$ cat config.mk
export PLATFORM = sky130hd
export DESIGN_NAME = vslice_scrubber
export DESIGN_NICKNAME = d
export VERILOG_FILES = /design/src/rtl/vsc_pkg.sv /design/src/rtl/vsc_accum.sv /design/src/rtl/vsc_slice_dec.sv /design/src/rtl/vsc_seq.sv /design/src/rtl/vslice_scrubber.sv
export SDC_FILE = /design/constraint.sdc
export NUM_CORES = 2
export LEC_CHECK = 0
export ABC_AREA = 1
export BUFFER_PORTS_ARGS = -buffer_cell sky130_fd_sc_hd__buf_2
export CORE_MARGIN = 3
export CORE_UTILIZATION = 40
export CTS_BUF_LIST = sky130_fd_sc_hd__clkbuf_16
export CTS_CLUSTER_DIAMETER = 30
export CTS_CLUSTER_SIZE = 28
export DETAILED_ROUTE_END_ITERATION = 6
export PLACE_DENSITY = 0.57
export SYNTH_ARGS = -nofsm -noshare
export SYNTH_HDL_FRONTEND = slang
export SYNTH_HIERARCHICAL = 1
export SYNTH_SLANG_ARGS = --single-unit
$ cat constraint.sdc
create_clock -name clk -period 12.97 [get_ports clk]
set_clock_uncertainty 0.2 [all_clocks]
set_input_delay 1.297 -clock clk [delete_from_list [all_inputs] [get_ports clk]]
set_output_delay 1.297 -clock clk [all_outputs]
set_load 0.01 [all_outputs]
$ cat src/rtl/vsc_pkg.sv
`timescale 1ns/1ps
// Shared types and position arithmetic for the vertical SEC-DED scrubber.
// Assumes Hamming positions start at 1, with check bits at powers of two.
package vsc_pkg;

    typedef enum logic [1:0] {
        SL_CLEAN    = 2'd0,
        SL_FIX_DATA = 2'd1,
        SL_FIX_CHK  = 2'd2,
        SL_DOUBLE   = 2'd3
    } slice_class_e;

    // Hamming position of a data row: skip every power of two on the way up.
    function automatic int ham_pos(input int row, input int nham);
        int p;
        p = row + 3;
        for (int k = 2; k < nham; k++) begin
            if (p >= (1 << k)) p = p + 1;
        end
        return p;
    endfunction

    // Index of the highest set bit of a positive value.
    function automatic int top_bit(input int v);
        int m;
        m = 0;
        for (int k = 0; k < 31; k++) begin
            if (v >= (1 << k)) m = k;
        end
        return m;
    endfunction

endpackage

$ cat src/rtl/vsc_accum.sv
`timescale 1ns/1ps
// Syndrome / check accumulators for all slices of one block.
// Every word read is XORed into the Hamming lanes chosen by its position,
// and always into the overall-parity lane. Indices below NROW are data rows;
// indices NROW..NROW+NHAM are check words 0..NHAM (parity word last).
module vsc_accum
    import vsc_pkg::*;
#(
    parameter int DW    = 32,
    parameter int NROW  = 64,
    parameter int NHAM  = 7,
    parameter int IDX_W = 7
) (
    input  logic                     clk,
    input  logic                     rst_n,
    input  logic                     clr,
    input  logic                     upd,
    input  logic [IDX_W-1:0]         idx,
    input  logic [DW-1:0]            word,
    output logic [NHAM-1:0][DW-1:0]  ham_o,
    output logic [DW-1:0]            par_o
);

    logic [NHAM-1:0]           sel;
    logic [NHAM-1:0][DW-1:0]   ham_q;
    logic [DW-1:0]             par_q;

    // Pick the Hamming lanes that the incoming word contributes to.
    always_comb begin
        int j;
        sel = '0;
        j   = int'(idx) - NROW;
        if (int'(idx) < NROW)
            sel = NHAM'(ham_pos(int'(idx), NHAM));
        else if (j < NHAM)
            sel = NHAM'(1) << j;
    end

    // Fold the word into the selected lanes and the parity lane.
    always_ff @(posedge clk) begin
        if (!rst_n || clr) begin
            ham_q <= '0;
            par_q <= '0;
        end else if (upd) begin
            for (int j = 0; j < NHAM; j++) begin
                if (sel[j]) ham_q[j] <= ham_q[j] ^ word;
            end
            par_q <= par_q ^ word;
        end
    end

    assign ham_o = ham_q;
    assign par_o = par_q;

    // A data row never sits at a power-of-two position.
    assert_data_row_two_lanes_R1: assert property (@(posedge clk) disable iff (!rst_n)
        (upd && int'(idx) < NROW) |-> ($countones(sel) >= 2));

endmodule

$ cat src/rtl/vsc_slice_dec.sv
`timescale 1ns/1ps
// Per-slice classifier: turns the accumulated syndrome and parity of each
// slice into clean / repair-data / repair-check / uncorrectable, plus a
// target (data row, or check word index with NHAM meaning the parity word).
// Assumes NROW > NHAM so the target width also covers check indices.
module vsc_slice_dec
    import vsc_pkg::*;
#(
    parameter int DW    = 32,
    parameter int NROW  = 64,
    parameter int NHAM  = 7,
    parameter int TGT_W = 6
) (
    input  logic [NHAM-1:0][DW-1:0]  ham_i,
    input  logic [DW-1:0]            par_i,
    output logic [DW-1:0][1:0]       cls_o,
    output logic [DW-1:0][TGT_W-1:0] tgt_o
);

    for (genvar g = 0; g < DW; g++) begin : g_slice
        logic [NHAM-1:0] syn;
        slice_class_e    cls_l;
        logic [TGT_W-1:0] tgt_l;

        // Gather this slice's syndrome from the lanes.
        always_comb begin
            for (int j = 0; j < NHAM; j++) syn[j] = ham_i[j][g];
        end

        // Classify the slice and name the bit to flip.
        always_comb begin
            int msb;
            int row;
            msb   = top_bit(int'(syn));
            row   = int'(syn) - msb - 2;
            cls_l = SL_CLEAN;
            tgt_l = '0;
            if (syn == '0) begin
                if (par_i[g]) begin
                    cls_l = SL_FIX_CHK;
                    tgt_l = TGT_W'(NHAM);
                end
            end else if (!par_i[g]) begin
                cls_l = SL_DOUBLE;
            end else if ($onehot(syn)) begin
                cls_l = SL_FIX_CHK;
                tgt_l = TGT_W'(msb);
            end else if (row < NROW) begin
                cls_l = SL_FIX_DATA;
                tgt_l = TGT_W'(row);
            end else begin
                cls_l = SL_DOUBLE;
            end
        end

        assign cls_o[g] = cls_l;
        assign tgt_o[g] = tgt_l;
    end

endmodule

$ cat src/rtl/vsc_seq.sv
`timescale 1ns/1ps
// Sequencer: walks blocks, issues RAM reads for the accumulators, writes
// check words on encode, and on scrub scans slices one per cycle, repairing
// by read-modify-write. Assumes a RAM with one-cycle read latency and NWAY a
// power of two. Owns the event counters and the uncorrectable report.
module vsc_seq
    import vsc_pkg::*;
#(
    parameter int DW     = 32,
    parameter int NROW   = 64,
    parameter int NHAM   = 7,
    parameter int NWAY   = 4,
    parameter int ADDR_W = 16,
    parameter int GRP_W  = 8,
    parameter int CNT_W  = 16,
    parameter int IDX_W  = 7,
    parameter int TGT_W  = 6,
    parameter int BLK_W  = 10,
    parameter int SL_W   = 5
) (
    input  logic                     clk,
    input  logic                     rst_n,
    input  logic                     start_encode,
    input  logic                     start_scrub,
    input  logic [ADDR_W-1:0]        base_addr,
    input  logic [GRP_W-1:0]         group_count,
    output logic                     busy,
    output logic                     mem_en,
    output logic                     mem_we,
    output logic [ADDR_W-1:0]        mem_addr,
    output logic [DW-1:0]            mem_wdata,
    input  logic [DW-1:0]            mem_rdata,
    output logic                     acc_clr,
    output logic                     acc_upd,
    output logic [IDX_W-1:0]         acc_idx,
    input  logic [NHAM-1:0][DW-1:0]  ham_i,
    input  logic [DW-1:0]            par_i,
    input  logic [DW-1:0][1:0]       cls_i,
    input  logic [DW-1:0][TGT_W-1:0] tgt_i,
    output logic [CNT_W-1:0]         corr_count,
    output logic [CNT_W-1:0]         unc_count,
    output logic [BLK_W-1:0]         err_block,
    output logic [SL_W-1:0]          err_slice
);

    localparam int NCHK      = NHAM + 1;
    localparam int WAY_W     = $clog2(NWAY);
    localparam int CJ_W      = $clog2(NCHK);
    localparam int GRP_WORDS = NWAY * NROW;

    typedef enum logic [2:0] {
        S_IDLE, S_READ, S_DRAIN, S_ENC_WR, S_SCAN, S_FIX_RD, S_FIX_WR, S_NEXT
    } state_e;

    state_e            state;
    logic              is_scrub;
    logic [ADDR_W-1:0] base_q;
    logic [GRP_W-1:0]  groups_q;
    logic [BLK_W-1:0]  blk;
    logic [IDX_W-1:0]  idx;
    logic [SL_W-1:0]   sl;
    logic [CJ_W-1:0]   chk_j;
    logic [ADDR_W-1:0] fix_addr_q;
    logic              rv_q;
    logic [IDX_W-1:0]  ridx_q;

    logic              go;
    logic [IDX_W-1:0]  last_idx;
    logic [BLK_W-1:0]  last_blk;
    logic              last_sl;
    logic [ADDR_W-1:0] chk_base, blk_data_base, blk_chk_base, rd_addr, fix_tgt_addr;
    logic [DW-1:0]     enc_word;
    slice_class_e      cur_cls;
    logic [TGT_W-1:0]  cur_tgt;

    assign go       = (start_encode || start_scrub) && (group_count != '0);
    assign last_idx = is_scrub ? IDX_W'(NROW + NCHK - 1) : IDX_W'(NROW - 1);
    assign last_blk = BLK_W'({groups_q, {WAY_W{1'b0}}}) - BLK_W'(1);
    assign last_sl  = (sl == SL_W'(DW - 1));
    assign busy     = (state != S_IDLE);
    assign cur_cls  = slice_class_e'(cls_i[sl]);
    assign cur_tgt  = tgt_i[sl];

    // Interleaved address map: rows stride by NWAY, check area after region.
    assign chk_base      = base_q + ADDR_W'(groups_q) * ADDR_W'(GRP_WORDS);
    assign blk_data_base = base_q + ADDR_W'(blk >> WAY_W) * ADDR_W'(GRP_WORDS)
                         + ADDR_W'(blk[WAY_W-1:0]);
    assign blk_chk_base  = chk_base + ADDR_W'(blk) * ADDR_W'(NCHK);

    // Address of the word being read in the accumulation pass.
    always_comb begin
        if (int'(idx) < NROW)
            rd_addr = blk_data_base + ADDR_W'(idx) * ADDR_W'(NWAY);
        else
            rd_addr = blk_chk_base + ADDR_W'(int'(idx) - NROW);
    end

    // Address of the word holding the bit that a repair must flip.
    always_comb begin
        if (cur_cls == SL_FIX_DATA)
            fix_tgt_addr = blk_data_base + ADDR_W'(cur_tgt) * ADDR_W'(NWAY);
        else
            fix_tgt_addr = blk_chk_base + ADDR_W'(cur_tgt);
    end

    // Check word to write on encode; the last one folds in overall parity.
    always_comb begin
        logic [DW-1:0] fold;
        fold     = par_i;
        enc_word = '0;
        for (int j = 0; j < NHAM; j++) begin
            fold = fold ^ ham_i[j];
            if (CJ_W'(j) == chk_j) enc_word = ham_i[j];
        end
        if (chk_j == CJ_W'(NHAM)) enc_word = fold;
    end

    // RAM port drive, decoded from the state.
    always_comb begin
        mem_en    = 1'b0;
        mem_we    = 1'b0;
        mem_addr  = '0;
        mem_wdata = '0;
        case (state)
            S_READ: begin
                mem_en   = 1'b1;
                mem_addr = rd_addr;
            end
            S_ENC_WR: begin
                mem_en    = 1'b1;
                mem_we    = 1'b1;
                mem_addr  = blk_chk_base + ADDR_W'(chk_j);
                mem_wdata = enc_word;
            end
            S_FIX_RD: begin
                mem_en   = 1'b1;
                mem_addr = fix_addr_q;
            end
            S_FIX_WR: begin
                mem_en    = 1'b1;
                mem_we    = 1'b1;
                mem_addr  = fix_addr_q;
                mem_wdata = mem_rdata ^ (DW'(1) << sl);
            end
            default: ;
        endcase
    end

    // Accumulator control: clear per block, fold one returned word per cycle.
    assign acc_clr = (state == S_NEXT) || (state == S_IDLE && go);
    assign acc_upd = rv_q;
    assign acc_idx = ridx_q;

    // Main sequencing, counters and uncorrectable report.
    always_ff @(posedge clk) begin
        if (!rst_n) begin
            state      <= S_IDLE;
            is_scrub   <= 1'b0;
            base_q     <= '0;
            groups_q   <= '0;
            blk        <= '0;
            idx        <= '0;
            sl         <= '0;
            chk_j      <= '0;
            fix_addr_q <= '0;
            rv_q       <= 1'b0;
            ridx_q     <= '0;
            corr_count <= '0;
            unc_count  <= '0;
            err_block  <= '0;
            err_slice  <= '0;
        end else begin
            rv_q   <= (state == S_READ);
            ridx_q <= idx;
            case (state)
                S_IDLE: begin
                    if (go) begin
                        base_q   <= base_addr;
                        groups_q <= group_count;
                        is_scrub <= !start_encode;
                        blk      <= '0;
                        idx      <= '0;
                        state    <= S_READ;
                    end
                end
                S_READ: begin
                    idx <= idx + IDX_W'(1);
                    if (idx == last_idx) state <= S_DRAIN;
                end
                S_DRAIN: begin
                    sl    <= '0;
                    chk_j <= '0;
                    state <= is_scrub ? S_SCAN : S_ENC_WR;
                end
                S_ENC_WR: begin
                    chk_j <= chk_j + CJ_W'(1);
                    if (chk_j == CJ_W'(NCHK - 1)) state <= S_NEXT;
                end
                S_SCAN: begin
                    if (cur_cls == SL_FIX_DATA || cur_cls == SL_FIX_CHK) begin
                        fix_addr_q <= fix_tgt_addr;
                        state      <= S_FIX_RD;
                    end else begin
                        if (cur_cls == SL_DOUBLE) begin
                            unc_count <= unc_count + CNT_W'(1);
                            err_block <= blk;
                            err_slice <= sl;
                        end
                        if (last_sl) state <= S_NEXT;
                        else         sl    <= sl + SL_W'(1);
                    end
                end
                S_FIX_RD: state <= S_FIX_WR;
                S_FIX_WR: begin
                    corr_count <= corr_count + CNT_W'(1);
                    if (last_sl) state <= S_NEXT;
                    else begin
                        sl    <= sl + SL_W'(1);
                        state <= S_SCAN;
                    end
                end
                S_NEXT: begin
                    if (blk == last_blk) state <= S_IDLE;
                    else begin
                        blk   <= blk + BLK_W'(1);
                        idx   <= '0;
                        state <= S_READ;
                    end
                end
                default: state <= S_IDLE;
            endcase
        end
    end

    assert_enc_writes_check_area_R2: assert property (@(posedge clk) disable iff (!rst_n)
        (mem_we && !is_scrub) |-> (mem_addr >= chk_base));

    assert_scrub_write_is_rmw_R11: assert property (@(posedge clk) disable iff (!rst_n)
        (mem_we && is_scrub) |-> ($past(mem_en) && !$past(mem_we) && mem_addr == $past(mem_addr)));

    assert_corr_single_step_R5: assert property (@(posedge clk) disable iff (!rst_n)
        1'b1 |-> (corr_count == $past(corr_count) || corr_count == $past(corr_count) + CNT_W'(1)));

    assert_unc_single_step_R8: assert property (@(posedge clk) disable iff (!rst_n)
        1'b1 |-> (unc_count == $past(unc_count) || unc_count == $past(unc_count) + CNT_W'(1)));

    assert_busy_follows_start_R9: assert property (@(posedge clk) disable iff (!rst_n)
        $rose(busy) |-> $past(start_encode || start_scrub));

endmodule

$ cat src/rtl/vslice_scrubber.sv
`timescale 1ns/1ps
// Vertical SEC-DED scrubber top: a codeword is one bit slice across NROW
// words of a block; NWAY blocks are interleaved per group. Assumes a
// single-port synchronous RAM with one-cycle read latency owned by the engine
// while busy.
module vslice_scrubber
    import vsc_pkg::*;
#(
    parameter int DW     = 32,
    parameter int NROW   = 64,
    parameter int NHAM   = 7,
    parameter int NWAY   = 4,
    parameter int ADDR_W = 16,
    parameter int GRP_W  = 8,
    parameter int CNT_W  = 16
) (
    input  logic                          clk,
    input  logic                          rst_n,
    input  logic                          start_encode,
    input  logic                          start_scrub,
    input  logic [ADDR_W-1:0]             base_addr,
    input  logic [GRP_W-1:0]              group_count,
    output logic                          busy,
    output logic                          mem_en,
    output logic                          mem_we,
    output logic [ADDR_W-1:0]             mem_addr,
    output logic [DW-1:0]                 mem_wdata,
    input  logic [DW-1:0]                 mem_rdata,
    output logic [CNT_W-1:0]              corr_count,
    output logic [CNT_W-1:0]              unc_count,
    output logic [GRP_W+$clog2(NWAY)-1:0] err_block,
    output logic [$clog2(DW)-1:0]         err_slice
);

    localparam int NCHK  = NHAM + 1;
    localparam int IDX_W = $clog2(NROW + NCHK);
    localparam int TGT_W = $clog2(NROW);
    localparam int BLK_W = GRP_W + $clog2(NWAY);
    localparam int SL_W  = $clog2(DW);

    logic                     acc_clr, acc_upd;
    logic [IDX_W-1:0]         acc_idx;
    logic [NHAM-1:0][DW-1:0]  ham;
    logic [DW-1:0]            par;
    logic [DW-1:0][1:0]       cls;
    logic [DW-1:0][TGT_W-1:0] tgt;

    vsc_accum #(.DW(DW), .NROW(NROW), .NHAM(NHAM), .IDX_W(IDX_W)) u_accum (
        .clk   (clk),
        .rst_n (rst_n),
        .clr   (acc_clr),
        .upd   (acc_upd),
        .idx   (acc_idx),
        .word  (mem_rdata),
        .ham_o (ham),
        .par_o (par)
    );

    vsc_slice_dec #(.DW(DW), .NROW(NROW), .NHAM(NHAM), .TGT_W(TGT_W)) u_dec (
        .ham_i (ham),
        .par_i (par),
        .cls_o (cls),
        .tgt_o (tgt)
    );

    vsc_seq #(
        .DW(DW), .NROW(NROW), .NHAM(NHAM), .NWAY(NWAY), .ADDR_W(ADDR_W),
        .GRP_W(GRP_W), .CNT_W(CNT_W), .IDX_W(IDX_W), .TGT_W(TGT_W),
        .BLK_W(BLK_W), .SL_W(SL_W)
    ) u_seq (
        .clk          (clk),
        .rst_n        (rst_n),
        .start_encode (start_encode),
        .start_scrub  (start_scrub),
        .base_addr    (base_addr),
        .group_count  (group_count),
        .busy         (busy),
        .mem_en       (mem_en),
        .mem_we       (mem_we),
        .mem_addr     (mem_addr),
        .mem_wdata    (mem_wdata),
        .mem_rdata    (mem_rdata),
        .acc_clr      (acc_clr),
        .acc_upd      (acc_upd),
        .acc_idx      (acc_idx),
        .ham_i        (ham),
        .par_i        (par),
        .cls_i        (cls),
        .tgt_i        (tgt),
        .corr_count   (corr_count),
        .unc_count    (unc_count),
        .err_block    (err_block),
        .err_slice    (err_slice)
    );

endmodule

==> results by group <==
Outcome
  • Status: complete, no violations

Floorplanning
  • Row count: 126
  • Initial Util: 40.4%
  • Ports: about 160
  • Die Area: ~0.12 mm^2
  • Die span in x: approximately 350 um
  • Core ar.: 0.118 mm^2
  • DIE HEIGHT: 352 um

Final layout
  • Fin nets: roughly 8000
  • Share of cells above drive strength 1: a little under an eighth
  • Final instance area: around 0.054 mm^2
  • Final core occ: between 40% and 50%
  • Area delta synth->final: 13.3%
  • Final Non-Filler Cells: ~9000

Routing
  • Post-route ant nets: 0
  • DR WL/cell: 20.7 um
  • Detailed Route Iter0 Violations: 4821
  • TritonRoute pass-1 iters: 6
  • Final WL: about 190 mm
  • Total number of vias: around 50000
  • Vias/cell: 5.54
  • DRC viols: 0

Global routing
  • First-pass GRT wire length: between 200 and 300 mm
  • Remaining Overflow, GRT: 0
  • Gr usage total: slightly below 30%
  • Largest net degree at the start of global routing: 158
  • Vias in the first global route: 46800
  • Initial antenna violation count: 7

Synth
  • Yosys warning total: 6
  • Synthesized Nets: approximately 8000
  • Post-synth ARST share: 0%
  • Synthesized area: around 0.048 mm^2
  • Synth Register Bits: 380
  • Post-synthesis cell type count: 68
  • Post-synthesis sequential area ratio: between 15 and 20%
  • Syn_area_per_cell: around 6.5 um^2
  • Mapped Cells: 7342
  • Post-synth EDFFs: 0
  • Ys flop type: dfxtp_1

Power and ir drop
  • Combinational Power Share: between 40% and 50%
  • PwrDens: 158 mW/mm^2
  • Clock power share: 36.5%
  • NetSw: ~4 mW
  • Leakage power: between 20 and 30 nW
  • Sw Share: between 40% and 50%
  • Internal: roughly 4.5 mW
  • VDD IR max: around 0.00013 V
  • Sequential share of power: around 17%
  • Pwr Total: between 8 and 9 mW

Worst setup path
  • Startpoint Class: flop
  • Slowest CP cell: nor3_1
  • CP endpoint kind: flop
  • CP peak stage delay: approximately 0.5 ns
  • Crit Path Class: flop to flop
  • Arrival time at the worst endpoint: just over 7 ns
  • Worst Path Required: 13.40 ns
  • Critical-path maximum fanout: 8

STA
  • Final worst slack: 6.28 ns
  • Fin crit period: roughly 6.7 ns
  • Least-Margin Pin Slew: roughly 1.2 ns
  • Final Hold Vio Count: 0
  • Final period util: approximately half
  • Slew margin rel.: between 15 and 20%
  • Endpoints failing setup: 0
  • Worst hold slack: 0.269 ns
  • Max-slew violation count: 0
  • TNS Setup: 0 ns
  • Max Freq: 149 MHz
  • RSZ-0062 raised after global routing: false

Clocking
  • Post-CTS Resized: 0
  • Sink Count: 380
  • Clk root buf: clkbuf_16
  • Max clock buf depth: 3
  • Clk Latency, worst-skew pair: about 0.76 ns
  • CTS tree: done
  • Hold-fix buffers, CTS: 0
  • Reg clk slew, reported paths: 0.04 ns
  • Clock buffer count from CTS: approximately 130
  • Post-CTS Setup Bufs: 0
  • H-Tree Level Count: 4

Placed design
  • Placed cells: 8798
  • GPL Wtd Cong: 0.922
  • Final HPWL DP: around 120 mm
  • Post-place instance area: 0.0498 mm^2
  • DP Worst Slack: between 6 and 7 ns
  • Port bufs: around 160

Run
  • Max Cap Viol: 0

Worst hold path
  • Worst Hold Class: flop to flop
flip-flops by register name (all words and copies together) (netlist names):
| register | count |
|---|---|
| u_seq/fix_addr_q | 16 |
| u_seq/base_q | 16 |
| u_seq/corr_count | 16 |
| u_seq/idx | 7 |
| u_seq/blk | 10 |
| u_seq/is_scrub | 1 |
| u_accum/par_o | 32 |
| u_seq/groups_q | 8 |
| u_seq/err_slice | 5 |
| u_accum/ham_o | 224 |
| u_seq/err_block | 10 |
| u_seq/acc_upd | 1 |
| u_seq/chk_j | 3 |
| u_seq/unc_count | 16 |
| u_seq/state | 3 |
| u_seq/acc_idx | 7 |
| u_seq/sl | 5 |
power groups by stage:
stage / Combinational [mW] / Sequential (mW) / Clock (mW)
after global routing: 4.36 / 1.44 / 3.23
after detailed placement: 3.90 / 1.44 / 0
after floorplan: 2.61 / 1.39 / 0
final: 4.00 / 1.42 / 3.12
after CTS: 3.92 / 1.42 / 3.15
after global placement: 3.87 / 1.44 / 0
synth_stat cells (27+ instances only):
library cell / number / area [um^2]
nand2_1: 1325 / 4970
inv_1: 1018 / 3820
nand3_1: 855 / 4280
a21oi_1: 574 / 2870
nor2_1: 567 / 2130
ha_1: 389 / 4870
dfxtp_1: 380 / 7610
o21ai_0: 364 / 1820
xor2_1: 344 / 3010
clkbuf_1: 206 / 773
xnor2_1: 188 / 1650
fa_1: 171 / 3420
nand4_1: 111 / 694
nand2_2: 93 / 582
nor3_1: 90 / 450
or2_2: 89 / 557
inv_2: 50 / 188
o211ai_1: 47 / 353
buf_2: 46 / 230
nor2_2: 40 / 250
a21oi_2: 35 / 307
o21ai_1: 33 / 165
o22ai_1: 33 / 206
a31oi_1: 30 / 188
nand3_2: 30 / 300
o21ai_2: 27 / 236
worst paths after layout:
check                     start              endpoint  slack [ns]  cells past startpoint
max           u_accum/ham_o[32]  u_seq/fix_addr_q[12]        6.28                     31
min          u_seq/err_block[8]    u_seq/err_block[8]        0.27                      2
max reg2reg   u_accum/ham_o[32]  u_seq/fix_addr_q[12]        6.28                     31
min reg2reg  u_seq/err_block[8]    u_seq/err_block[8]        0.27                      2
worst max-delay path, delay by kind of cell, from the launching register on:
kind / cells / cell delay, ns
simple gates: 17 / 2.50
fa+ha+maj: 5 / 2.02
compound gates: 3 / 0.83
buf+inv: 6 / 0.53
flops: 1 / 0.48
cell usage in the layout, fill, tap and decap left out, types with 10 or more instances in the layout:
cell,count
buf_4,58
nand4_1,111
clkinv_2,28
nand3_1,855
nand3_2,30
o21ai_1,33
xor2_1,344
nor2_1,565
a21oi_2,35
o21a_1,11
dfxtp_1,376
nor2_2,40
or2_2,89
clkinv_1,36
a21oi_1,568
nor2_4,28
o21ai_0,364
o211ai_1,47
o221ai_1,12
clkbuf_16,135
nand2_4,16
xnor2_1,188
o22ai_1,33
bufinv_16,14
buf_2,157
o21ai_2,26
nand2_1,1322
inv_1,1029
nand2_2,94
inv_2,52
nor3_1,90
a31oi_1,30
fa_1,171
ha_1,385
a31o_2,10
routing by layer:
layer | global-route usage, % | routed length [um] | vias up
li1 | - | - | 24000
met4 | 14.1 | 9640 | 2
met2 | 46.6 | 81700 | 2088
met3 | 5.60 | 15900 | 506
met1 | 39.1 | 79600 | 23400
met5 | 0 | 13 | -
cells by family (layout without fill, tap and decap cells):
group	after synthesis	count (layout)	share of synthesized area (%)
AND/OR/NAND/NOR	3281	3281	31.5
buffers and inverters	1370	1530	11.2
AO/OA/AOI/OAI	1218	1218	14.3
adder cells (fa/ha/maj)	560	560	17.4
XOR/XNOR	533	533	9.79
flip-flops	380	380	15.9
other	0	3	0
layout make-up:
class	instances	area [um^2]
Sequential cell	380	7610
Clock buffer	135	3380
Clock inverter	105	985
Fill cell	12300	64100
Multi-Input combinational cell	5592	34900
Timing Repair Buffer	215	1220
Inverter	1075	4050
Antenna cell	3	7.51
Tap cell	1536	1920
Note: power is estimated with default switching activity, not from simulation.
